==> src/rtl/spsc_pkg.sv <==
package spsc_pkg;

    typedef enum logic {
        SRC_FETCH = 1'b0,
        SRC_DATA  = 1'b1
    } port_src_e;

    typedef struct packed {
        logic ifid_valid;
    } ctrl_state_t;

    localparam ctrl_state_t CTRL_RESET = '{ifid_valid: 1'b0};

endpackage

==> src/rtl/spsc_claim_dec.sv <==
module spsc_claim_dec (
    input  logic                   valid_i,
    input  logic                   load_i,
    input  logic                   store_i,
    output spsc_pkg::port_src_e    src_o,
    output logic                   write_o
);
    import spsc_pkg::*;

    logic wants_mem;

    always_comb begin
        wants_mem = valid_i && (load_i || store_i);
        src_o     = wants_mem ? SRC_DATA : SRC_FETCH;
        write_o   = wants_mem && store_i;
    end
endmodule

==> src/rtl/spsc_port_mux.sv <==
module spsc_port_mux #(
    parameter int AW = 16
) (
    input  spsc_pkg::port_src_e src_i,
    input  logic [AW-1:0]       data_addr_i,
    input  logic                data_we_i,
    input  logic [AW-1:0]       fetch_addr_i,
    output logic [AW-1:0]       addr_o,
    output logic                we_o
);
    import spsc_pkg::*;

    always_comb begin
        if (src_i == SRC_DATA) begin
            addr_o = data_addr_i;
            we_o   = data_we_i;
        end else begin
            addr_o = fetch_addr_i;
            we_o   = 1'b0;
        end
    end
endmodule

==> src/rtl/spsc_fetch_gate.sv <==
module spsc_fetch_gate (
    input  spsc_pkg::port_src_e src_i,
    input  logic                fetch_req_i,
    output logic                stall_o,
    output logic                fetch_go_o
);
    import spsc_pkg::*;

    always_comb begin
        stall_o    = (src_i == SRC_DATA) && fetch_req_i;
        fetch_go_o = (src_i == SRC_FETCH) && fetch_req_i;
    end
endmodule

==> src/rtl/shared_port_stall_ctrl.sv <==
module shared_port_stall_ctrl #(
    parameter int AW = 16
) (
    input  logic          clk,
    input  logic          rst_n,
    input  logic          mem_valid_i,
    input  logic          mem_load_i,
    input  logic          mem_store_i,
    input  logic [AW-1:0] mem_addr_i,
    input  logic          fetch_req_i,
    input  logic [AW-1:0] pc_i,
    output logic          port_data_sel_o,
    output logic [AW-1:0] port_addr_o,
    output logic          port_we_o,
    output logic          pc_hold_o,
    output logic          ifid_hold_o,
    output logic          bubble_o,
    output logic          ifid_valid_o
);
    import spsc_pkg::*;

    port_src_e   src;
    logic        data_we;
    logic        stall;
    logic        fetch_go;
    ctrl_state_t st_d;
    ctrl_state_t st_q;

    // Ownership of the port for this cycle
    spsc_claim_dec u_claim (
        .valid_i (mem_valid_i),
        .load_i  (mem_load_i),
        .store_i (mem_store_i),
        .src_o   (src),
        .write_o (data_we)
    );

    // Address and write-enable steering
    spsc_port_mux #(.AW(AW)) u_mux (
        .src_i        (src),
        .data_addr_i  (mem_addr_i),
        .data_we_i    (data_we),
        .fetch_addr_i (pc_i),
        .addr_o       (port_addr_o),
        .we_o         (port_we_o)
    );

    // Fetch stall decision
    spsc_fetch_gate u_gate (
        .src_i       (src),
        .fetch_req_i (fetch_req_i),
        .stall_o     (stall),
        .fetch_go_o  (fetch_go)
    );

    always_comb begin
        st_d            = st_q;
        st_d.ifid_valid = fetch_go;
    end

    always_ff @(posedge clk) begin
        if (!rst_n) st_q <= CTRL_RESET;
        else        st_q <= st_d;
    end

    assign port_data_sel_o = (src == SRC_DATA);
    assign pc_hold_o       = stall;
    assign ifid_hold_o     = stall;
    assign bubble_o        = stall;
    assign ifid_valid_o    = st_q.ifid_valid;
endmodule

==> config.mk <==
export PLATFORM = sky130hd
export DESIGN_NAME = shared_port_stall_ctrl
export DESIGN_NICKNAME = d
export VERILOG_FILES = /design/src/rtl/spsc_pkg.sv /design/src/rtl/spsc_claim_dec.sv /design/src/rtl/spsc_port_mux.sv /design/src/rtl/spsc_fetch_gate.sv /design/src/rtl/shared_port_stall_ctrl.sv
export SDC_FILE = /design/constraint.sdc
export NUM_CORES = 1
export LEC_CHECK = 0
export BUFFER_PORTS_ARGS = -buffer_cell sky130_fd_sc_hd__buf_2
export CAP_MARGIN = 20
export CORE_AREA = 2 2 39 41
export CTS_CLUSTER_DIAMETER = 120
export DETAILED_ROUTE_END_ITERATION = 16
export DIE_AREA = 0 0 41 43
export GPL_ROUTABILITY_DRIVEN = 0
export GPL_TIMING_DRIVEN = 0
export MAX_ROUTING_LAYER = met4
export PLACE_DENSITY = 0.74
export SYNTH_ARGS = -nofsm -noshare
export SYNTH_HDL_FRONTEND = slang
export SYNTH_SLANG_ARGS = --single-unit
==> constraint.sdc <==
create_clock -name clk -period 1.8 [get_ports clk]
set_input_delay 0.45 -clock clk [delete_from_list [all_inputs] [get_ports clk]]
set_output_delay 0.45 -clock clk [all_outputs]
set_load 0.03 [all_outputs]
**Word-level counts from Yosys, hierarchy flattened**

Index checks and enable logic that the tools add are counted.

- Output and inout bits: 22
- Register bits after elaboration: 1
- Input port bits: 38
- Word-level logic and storage cells: 10

- Bitwise logic cells: 1
- Multiplexer cells: 3
- Reduce and logical (&&, ||, !) cells: 5

Operators with widths:

| cell | count |
|---|---|
| two-way mux 16 bit | 1 |
| logical AND 1 bit | 4 |
| two-way mux 1 bit | 2 |
| logical OR 1 bit | 1 |
| NOT 1 bit | 1 |

**Longest topological paths before layout**

Gate-level depths: netlist of the first run.

- Word-level depth: 5
- Gate-level depth with buffers: 4
- Gate-level depth less buffers: 2

**Hierarchy**

From an unflattened synthesis of the first run, not the netlist that was laid out.

- Cells, all modules: 27
- Area, all modules: 325.3 um^2

Modules (own cells, without submodules):

| module | cells an instance | instances | sequential area each (um^2) | area an instance (um^2) |
|---|---|---|---|---|
| spsc_port_mux | 19 | 1 | 0.0 | 252.7 |
| shared_port_stall_ctrl | 4 | 1 | 20.0 | 41.3 |
| spsc_fetch_gate | 2 | 1 | 0.0 | 16.3 |
| spsc_claim_dec | 2 | 1 | 0.0 | 15.0 |

**Least setup slack after synthesis of the first run**

Ideal clock, no wire load.

- Path type: input -> output
- From: input mem_store_i
- To: output ifid_hold_o
- Stages: 4
- Setup slack: -0.095 ns
- Path buffers: 2
- Data required time: 1.350 ns
- Arrival: 1.445 ns
- Cells stage by stage: o21ai_4 buf_12 nor2_1 buf_4

- Word-level cells in the longest chain between the ends: 4

RTL lines:

| element | line | source |
|---|---|---|
| from (decl) | shared_port_stall_ctrl.sv:8 | `input logic mem_store_i,` |
| logical OR 1 bit | spsc_claim_dec.sv:13 | `wants_mem = valid_i && (load_i \|\| store_i);` |
| logical AND 1 bit | spsc_claim_dec.sv:13 |  |
| two-way mux 1 bit | spsc_claim_dec.sv:14 | `src_o = wants_mem ? SRC_DATA : SRC_FETCH;` |
| logical AND 1 bit | spsc_fetch_gate.sv:10 | `stall_o = (src_i == SRC_DATA) && fetch_req_i;` |
| to (decl) | shared_port_stall_ctrl.sv:16 | `output logic ifid_hold_o,` |

No other way between the ends.

**Worst setup path in the final report of the first run**

- From: input mem_store_i
- To: output port_addr_o[12]

- Word-level cells in the longest chain between the ends: 4

RTL lines:

| element | line | source |
|---|---|---|
| logical OR 1 bit | spsc_claim_dec.sv:13 |  |
| logical AND 1 bit | spsc_claim_dec.sv:13 |  |
| two-way mux 1 bit | spsc_claim_dec.sv:14 |  |
| two-way mux 16 bit | spsc_port_mux.sv:14 | `if (src_i == SRC_DATA) begin` |
| to (decl) | shared_port_stall_ctrl.sv:13 | `output logic [AW-1:0] port_addr_o,` |

No other way between the ends.

==> flow_summary.toml, run 1 <==
[detailed_routing]
antenna_left = 0
drt-pass1-iter-count = 2
vias = 457
met1_length_um = 426
routed.top_layer = "met3"
wire_per_inst_um = 11.5
wl_met3_um = 205
viasPerCell = 4.39
wl_met2_um = 570
drtIter0Drc = 2
drt_wl_total_um = 1200
drc = 0

[pwr]
p_per_area_mw_per_mm2 = 396
p_leak_nw = 0.486
vdd_drop_max_uv = 177
power_w = 0.000321

[critical_path]
cp-end-kind = "primary output"
critical_path_required_ns = 1.35
cp-start-kind = "input pin"
arrival_ns = 1.38
path_class = "input pin to primary output"
crit_path_max_fanout = 9

[synth]
synth_edf_count = 0
synthDistinctLibCells = 10
syn_avg_cell_area_sq_um = 11.7
ys_async_sr_fraction = 0
synth_top_area_frac = 0.346
synth_top_area_cell = "mux2_4"
syn_inst = 26
syn_nets = 64
synth_most_common_cell = "mux2_2"
yosysSeqAreaShare = 0.0658
synthTopCellsByArea = "mux2_4 35%, mux2_2 33%, buf_12 6.6%, dfxtp_1 6.6%, o21ai_4 5.3%"
yosysWarnings = 0
synthesis.area_sq_um = 304
synth-main-ff-cell = "dfxtp_1"
yosys-top-cells-count = "9 x mux2_2, 7 x mux2_4, 2 x buf_4, 2 x inv_1"
synth-seq-cells = 1

[timing]
maxSlewViolCount = 0
maxSlewHeadroom = 0.857
fmax_ghz = 0.546
min_period_ns = 1.83
setup_tns_ns = -0.358
rsz0062_at_grt = "yes"
setup_ws_ns = -0.0299
finalHoldViolCount = 0
finalSetupViolations = 16
tightest_slew_ns = 0.213
post-route-period-util = 1.02

[job]
maxCapViolations = 0

[worst_hold_path]
hold-path-cell-count = 2
min_to = "ifid_valid_o$_SDFF_PN0_"
hold_path_class = "input pin to register"
hold_start = "rst_n"

[status]
violations = "setup timing"
status = "finished with violations"

[placed_design]
place_area_sq_um = 622
hpwl_um = 898
port_buffers = 59

[floorplan]
ios = 60
die_h_um = 43
std_cell_rows = 14
die_x_um = 41
die_area_sq_mm = 0.00176
floorplan.initialDensity = 0.220
coreArea_sq_mm = 0.00138

[clock_network]
clk_pin_slew_ns = 0
cts-hold-fix-buffers = 0

[global_route]
antenna_found_initial = 0
grt_remaining_overflow = 0
grt_max_degree = 10
grt_usage = 0.140
grt_pass1_wl_um = 1760
grt_pass1_vias = 498

[cells_and_area]
drive_gt1_frac = 0.966
antenna_cells = 0
area_growth_syn_to_layout_pct = 167
largest_register_ffs = 1
final_nets = 128
final_area_sq_um = 811
layout by cell type (no fill, tap or decap), drive strengths merged:
master   n
and2     1
and3     1
buf     65
dfxtp    1
inv      2
mux2    16
nor2     1
o21ai    1
metrics by stage:
stage | utilization | hold WS [ns] | setup slack (ns) | std cells
global placement | 0.449 | 0.704 | -0.209 | 101
finish | 0.586 | 0.707 | -0.0299 | 104
CTS | 0.578 | 0.709 | -0.0537 | 104
floorplan | - | 0.617 | 0.0922 | 26
detailed placement | 0.449 | 0.708 | -0.229 | 101
global route | 0.586 | 0.715 | -0.0643 | 104
critical path, cell delays in order:
cell and delay (ns):
buf_6 0.10, o21ai_4 0.22, buf_12 0.17, mux2_4 0.30
buf_6 0.14
where the power goes:
part / switching, W / internal, W / total (W)
Combinational: 0.000138 / 0.000160 / 0.000297
Clock: 0 / 0 / 0
Sequential: 0.000000264 / 0.0000237 / 0.0000240
logic make-up (layout without fill, tap and decap cells):
logic type,Yosys count,after routing,synth area share
muxes,16,16,0.679
DFF,1,1,0.0658
buffers and inverters,5,67,0.140
AOI/OAI and AO/OA,1,1,0.0535
and+or+nand+nor,3,3,0.0617
layer usage:
layer / track usage / vias up
met5: - / -
met4: 0 / 0
met3: 0.0105 / 0
met2: 0.297 / 55
met1: 0.127 / 187
li1: - / 215
worst max path at each step:
stage / from / end / slack, ns / cells after the start
after CTS: mem_load_i / port_addr_o[2] / -0.05 / 5
after floorplan: mem_store_i / port_addr_o[10] / 0.09 / 3
after global routing: mem_store_i / port_addr_o[12] / -0.06 / 5
final: mem_store_i / port_addr_o[12] / -0.03 / 5
after detailed placement: mem_store_i / port_addr_o[13] / -0.23 / 5
after global placement: mem_store_i / port_addr_o[8] / -0.21 / 5
final cells by class:
cell class              count  area, sq um
fillers                   111          573
repair buffers             62          450
multi-input cells          20          278
plain buffers               3         35.0
flip-flops and latches      1         20.0
well taps                  16         20.0
inverters                   2         7.51
what timing repair did:
action | in CTS | in global routing
setup buffers | 3 | 0
pin swaps | 1 | 1
gates cloned | 0 | 0
gates resized for setup | 46 | 3
endpoints found under the setup margin | 18 | 18
Note: power is estimated with default switching activity, not from simulation.
==> inputs of run 2 (changes only) <==
--- a/config.mk
+++ b/config.mk
@@ -5,16 +5,17 @@
 export SDC_FILE = /design/constraint.sdc
 export NUM_CORES = 1
 export LEC_CHECK = 0
+export ABC_AREA = 1
 export BUFFER_PORTS_ARGS = -buffer_cell sky130_fd_sc_hd__buf_2
 export CAP_MARGIN = 20
-export CORE_AREA = 2 2 39 41
+export CORE_MARGIN = 2
+export CORE_UTILIZATION = 26
 export CTS_CLUSTER_DIAMETER = 120
 export DETAILED_ROUTE_END_ITERATION = 16
-export DIE_AREA = 0 0 41 43
 export GPL_ROUTABILITY_DRIVEN = 0
 export GPL_TIMING_DRIVEN = 0
 export MAX_ROUTING_LAYER = met4
-export PLACE_DENSITY = 0.74
+export PLACE_DENSITY = 0.78
 export SYNTH_ARGS = -nofsm -noshare
 export SYNTH_HDL_FRONTEND = slang
 export SYNTH_SLANG_ARGS = --single-unit
==> run 2 against run 1 <==
  * The run now ends clean
  * Sequential cell count unchanged
  * First-iteration DRC count rose by 100%
  * Largest power group unchanged
  * Critical endpoint is now port_addr_o[6]
  * Synthesized area up 15%
==> flow_summary.toml, run 2 <==
[status]
status = "finished clean"

[critical_path]
crit_family = "buffers and inverters"
path_class = "input pin to primary output"
cp_cell_sequence = "buf_2 > o21ai_4 > buf_4 > nand2_1 > nand2_1 > buf_2"
crit_path_max_fanout = 8
slowest_delay_ns = 0.26
critical_path_required_ns = 1.35
cp-start-kind = "input pin"
arrival_ns = 1.31
slowest_stage = "o21ai_4"
crit_buf_inv = 3
cp-end-kind = "primary output"

[pwr]
p_per_area_mw_per_mm2 = 382
p_leak_nw = 0.497
vdd_drop_max_uv = 176

[detailed_routing]
drc = 0
drt_wl_total_um = 1310
wire_per_inst_um = 9.10
drt-pass1-iter-count = 2
viasPerCell = 4.42
antenna_left = 0
drtIter0Drc = 4
vias = 636

[synth]
synthesis.area_sq_um = 349
synth_top_area_frac = 0.366
synthDistinctLibCells = 11
synth_edf_count = 0
syn_avg_cell_area_sq_um = 5.29
synth_most_common_cell = "nand2_1"
yosys-top-cells-count = "34 x nand2_1, 15 x nand3_1, 5 x inv_1"
ys_async_sr_fraction = 0
synth_top_area_cell = "nand2_1"
syn_inst = 66
yosysSeqAreaShare = 0.0573
syn_nets = 104
synth-seq-cells = 1
synthTopCellsByArea = "nand2_1 37%, nand3_1 22%, buf_6 9.7%, dfxtp_1 5.7%, inv_1 5.4%"
synth-main-ff-cell = "dfxtp_1"
yosysWarnings = 0

[placed_design]
port_buffers = 58
place_area_sq_um = 661
pre_cts_slack_ns = -0.00631
placed_cells = 139
hpwl_um = 989

[global_route]
antenna_found_initial = 0
grt_usage = 0.115
grt_max_degree = 11
grt_pass1_vias = 361
grt_pass1_wl_um = 1350
grt_remaining_overflow = 0

[floorplan]
ios = 60
std_cell_rows = 13
coreArea_sq_mm = 0.00128
floorplan.initialDensity = 0.272
die_h_um = 40.6
die_area_sq_mm = 0.00165
die_x_um = 40.6

[cells_and_area]
antenna_cells = 0
layout_commonest_cell = "buf_2"
area_growth_syn_to_layout_pct = 106
largest_register_ffs = 1
final_nets = 169
drive_gt1_frac = 0.566
fill_cells = 137
finalNonFillerCells = 144
final_cell_mix = "52 x buf_2, 34 x nand2_1, 15 x nand3_1"
final_area_sq_um = 721

[timing]
post-route-period-util = 0.976
tightest_slew_ns = 0.259
hold_ws_ns = 0.683
rsz0062_at_grt = "yes"
min_period_ns = 1.76
setup_ws_ns = 0.0435
maxSlewHeadroom = 0.827
fmax_ghz = 0.569
finalSetupViolations = 0
maxSlewViolCount = 0
finalHoldViolCount = 0
setup_tns_ns = 0

[clock_network]
clk_pin_slew_ns = 0

[worst_hold_path]
min_to = "ifid_valid_o$_SDFF_PN0_"
hold_start = "rst_n"
hold_path_class = "input pin to register"
hold-path-cell-count = 3

[job]
maxCapViolations = 0
-- run 2: logic make-up after synthesis --
logic type             synth area share
AOI/OAI and AO/OA                0.0466
buffers and inverters             0.233
DFF                              0.0573
and+or+nand+nor                   0.663
-- run 2: final cells by class --
type                    instances  area [sq um]  area share
plain buffers                   6          62.6      0.0868
multi-input cells              54           250       0.347
well taps                      15          18.8      0.0260
inverters                       5          18.8      0.0260
repair buffers                 63           350       0.486
flip-flops and latches          1          20.0      0.0278
-- run 2: worst max path at each step --
stage | from | to | slack [ns] | cells after the start
2_1_floorplan | mem_valid_i | ifid_hold_o | 0.02 | 5
3_3_place_gp | mem_store_i | ifid_hold_o | -0.006 | 6
3_5_place_dp | mem_store_i | ifid_hold_o | -0.006 | 6
4_1_cts | mem_load_i | ifid_hold_o | 0.001 | 6
5_1_grt | mem_store_i | port_addr_o[10] | -0.008 | 6
6_report | mem_store_i | port_addr_o[6] | 0.04 | 6
-- run 2: stage by stage --
stage | power (W) | utilization
after floorplan | 0.000174 | -
after detailed placement | 0.000257 | 0.514
after CTS | 0.000258 | 0.514
after global placement | 0.000255 | 0.514
final | 0.000275 | 0.561
after global routing | 0.000296 | 0.561
-- run 2: timing repair --
action                                  in CTS  in global routing
setup buffers                                0                  4
hold buffers                                 0                  0
pin swaps                                    1                  1
endpoints found under the setup margin       2                 11
gates cloned                                 0                  1
resized for setup                            0                 11
-- run 2: power by group --
| group | internal (W) | switching [W] | leakage (nW) |
|---|---|---|---|
| combinational | 0.000101 | 0.000150 | 0.489 |
| clock | 0 | 0 | 0 |
| sequential | 0.0000237 | 0.000000220 | 0.00825 |
| total | 0.000125 | 0.000150 | 0.497 |
-- run 2: worst min-delay path, cell delays in order --
cell and delay (ns):
buf_2 0.09, nand2_1 0.05, nor2_1 0.04
-- run 2: layer usage --
metal	vias to the layer above	part of all wire	track usage
met5	-	0	-
met4	0	0	0
met3	0	0.076	0
met2	29	0.52	0.234
met1	274	0.40	0.131
li1	333	-	-
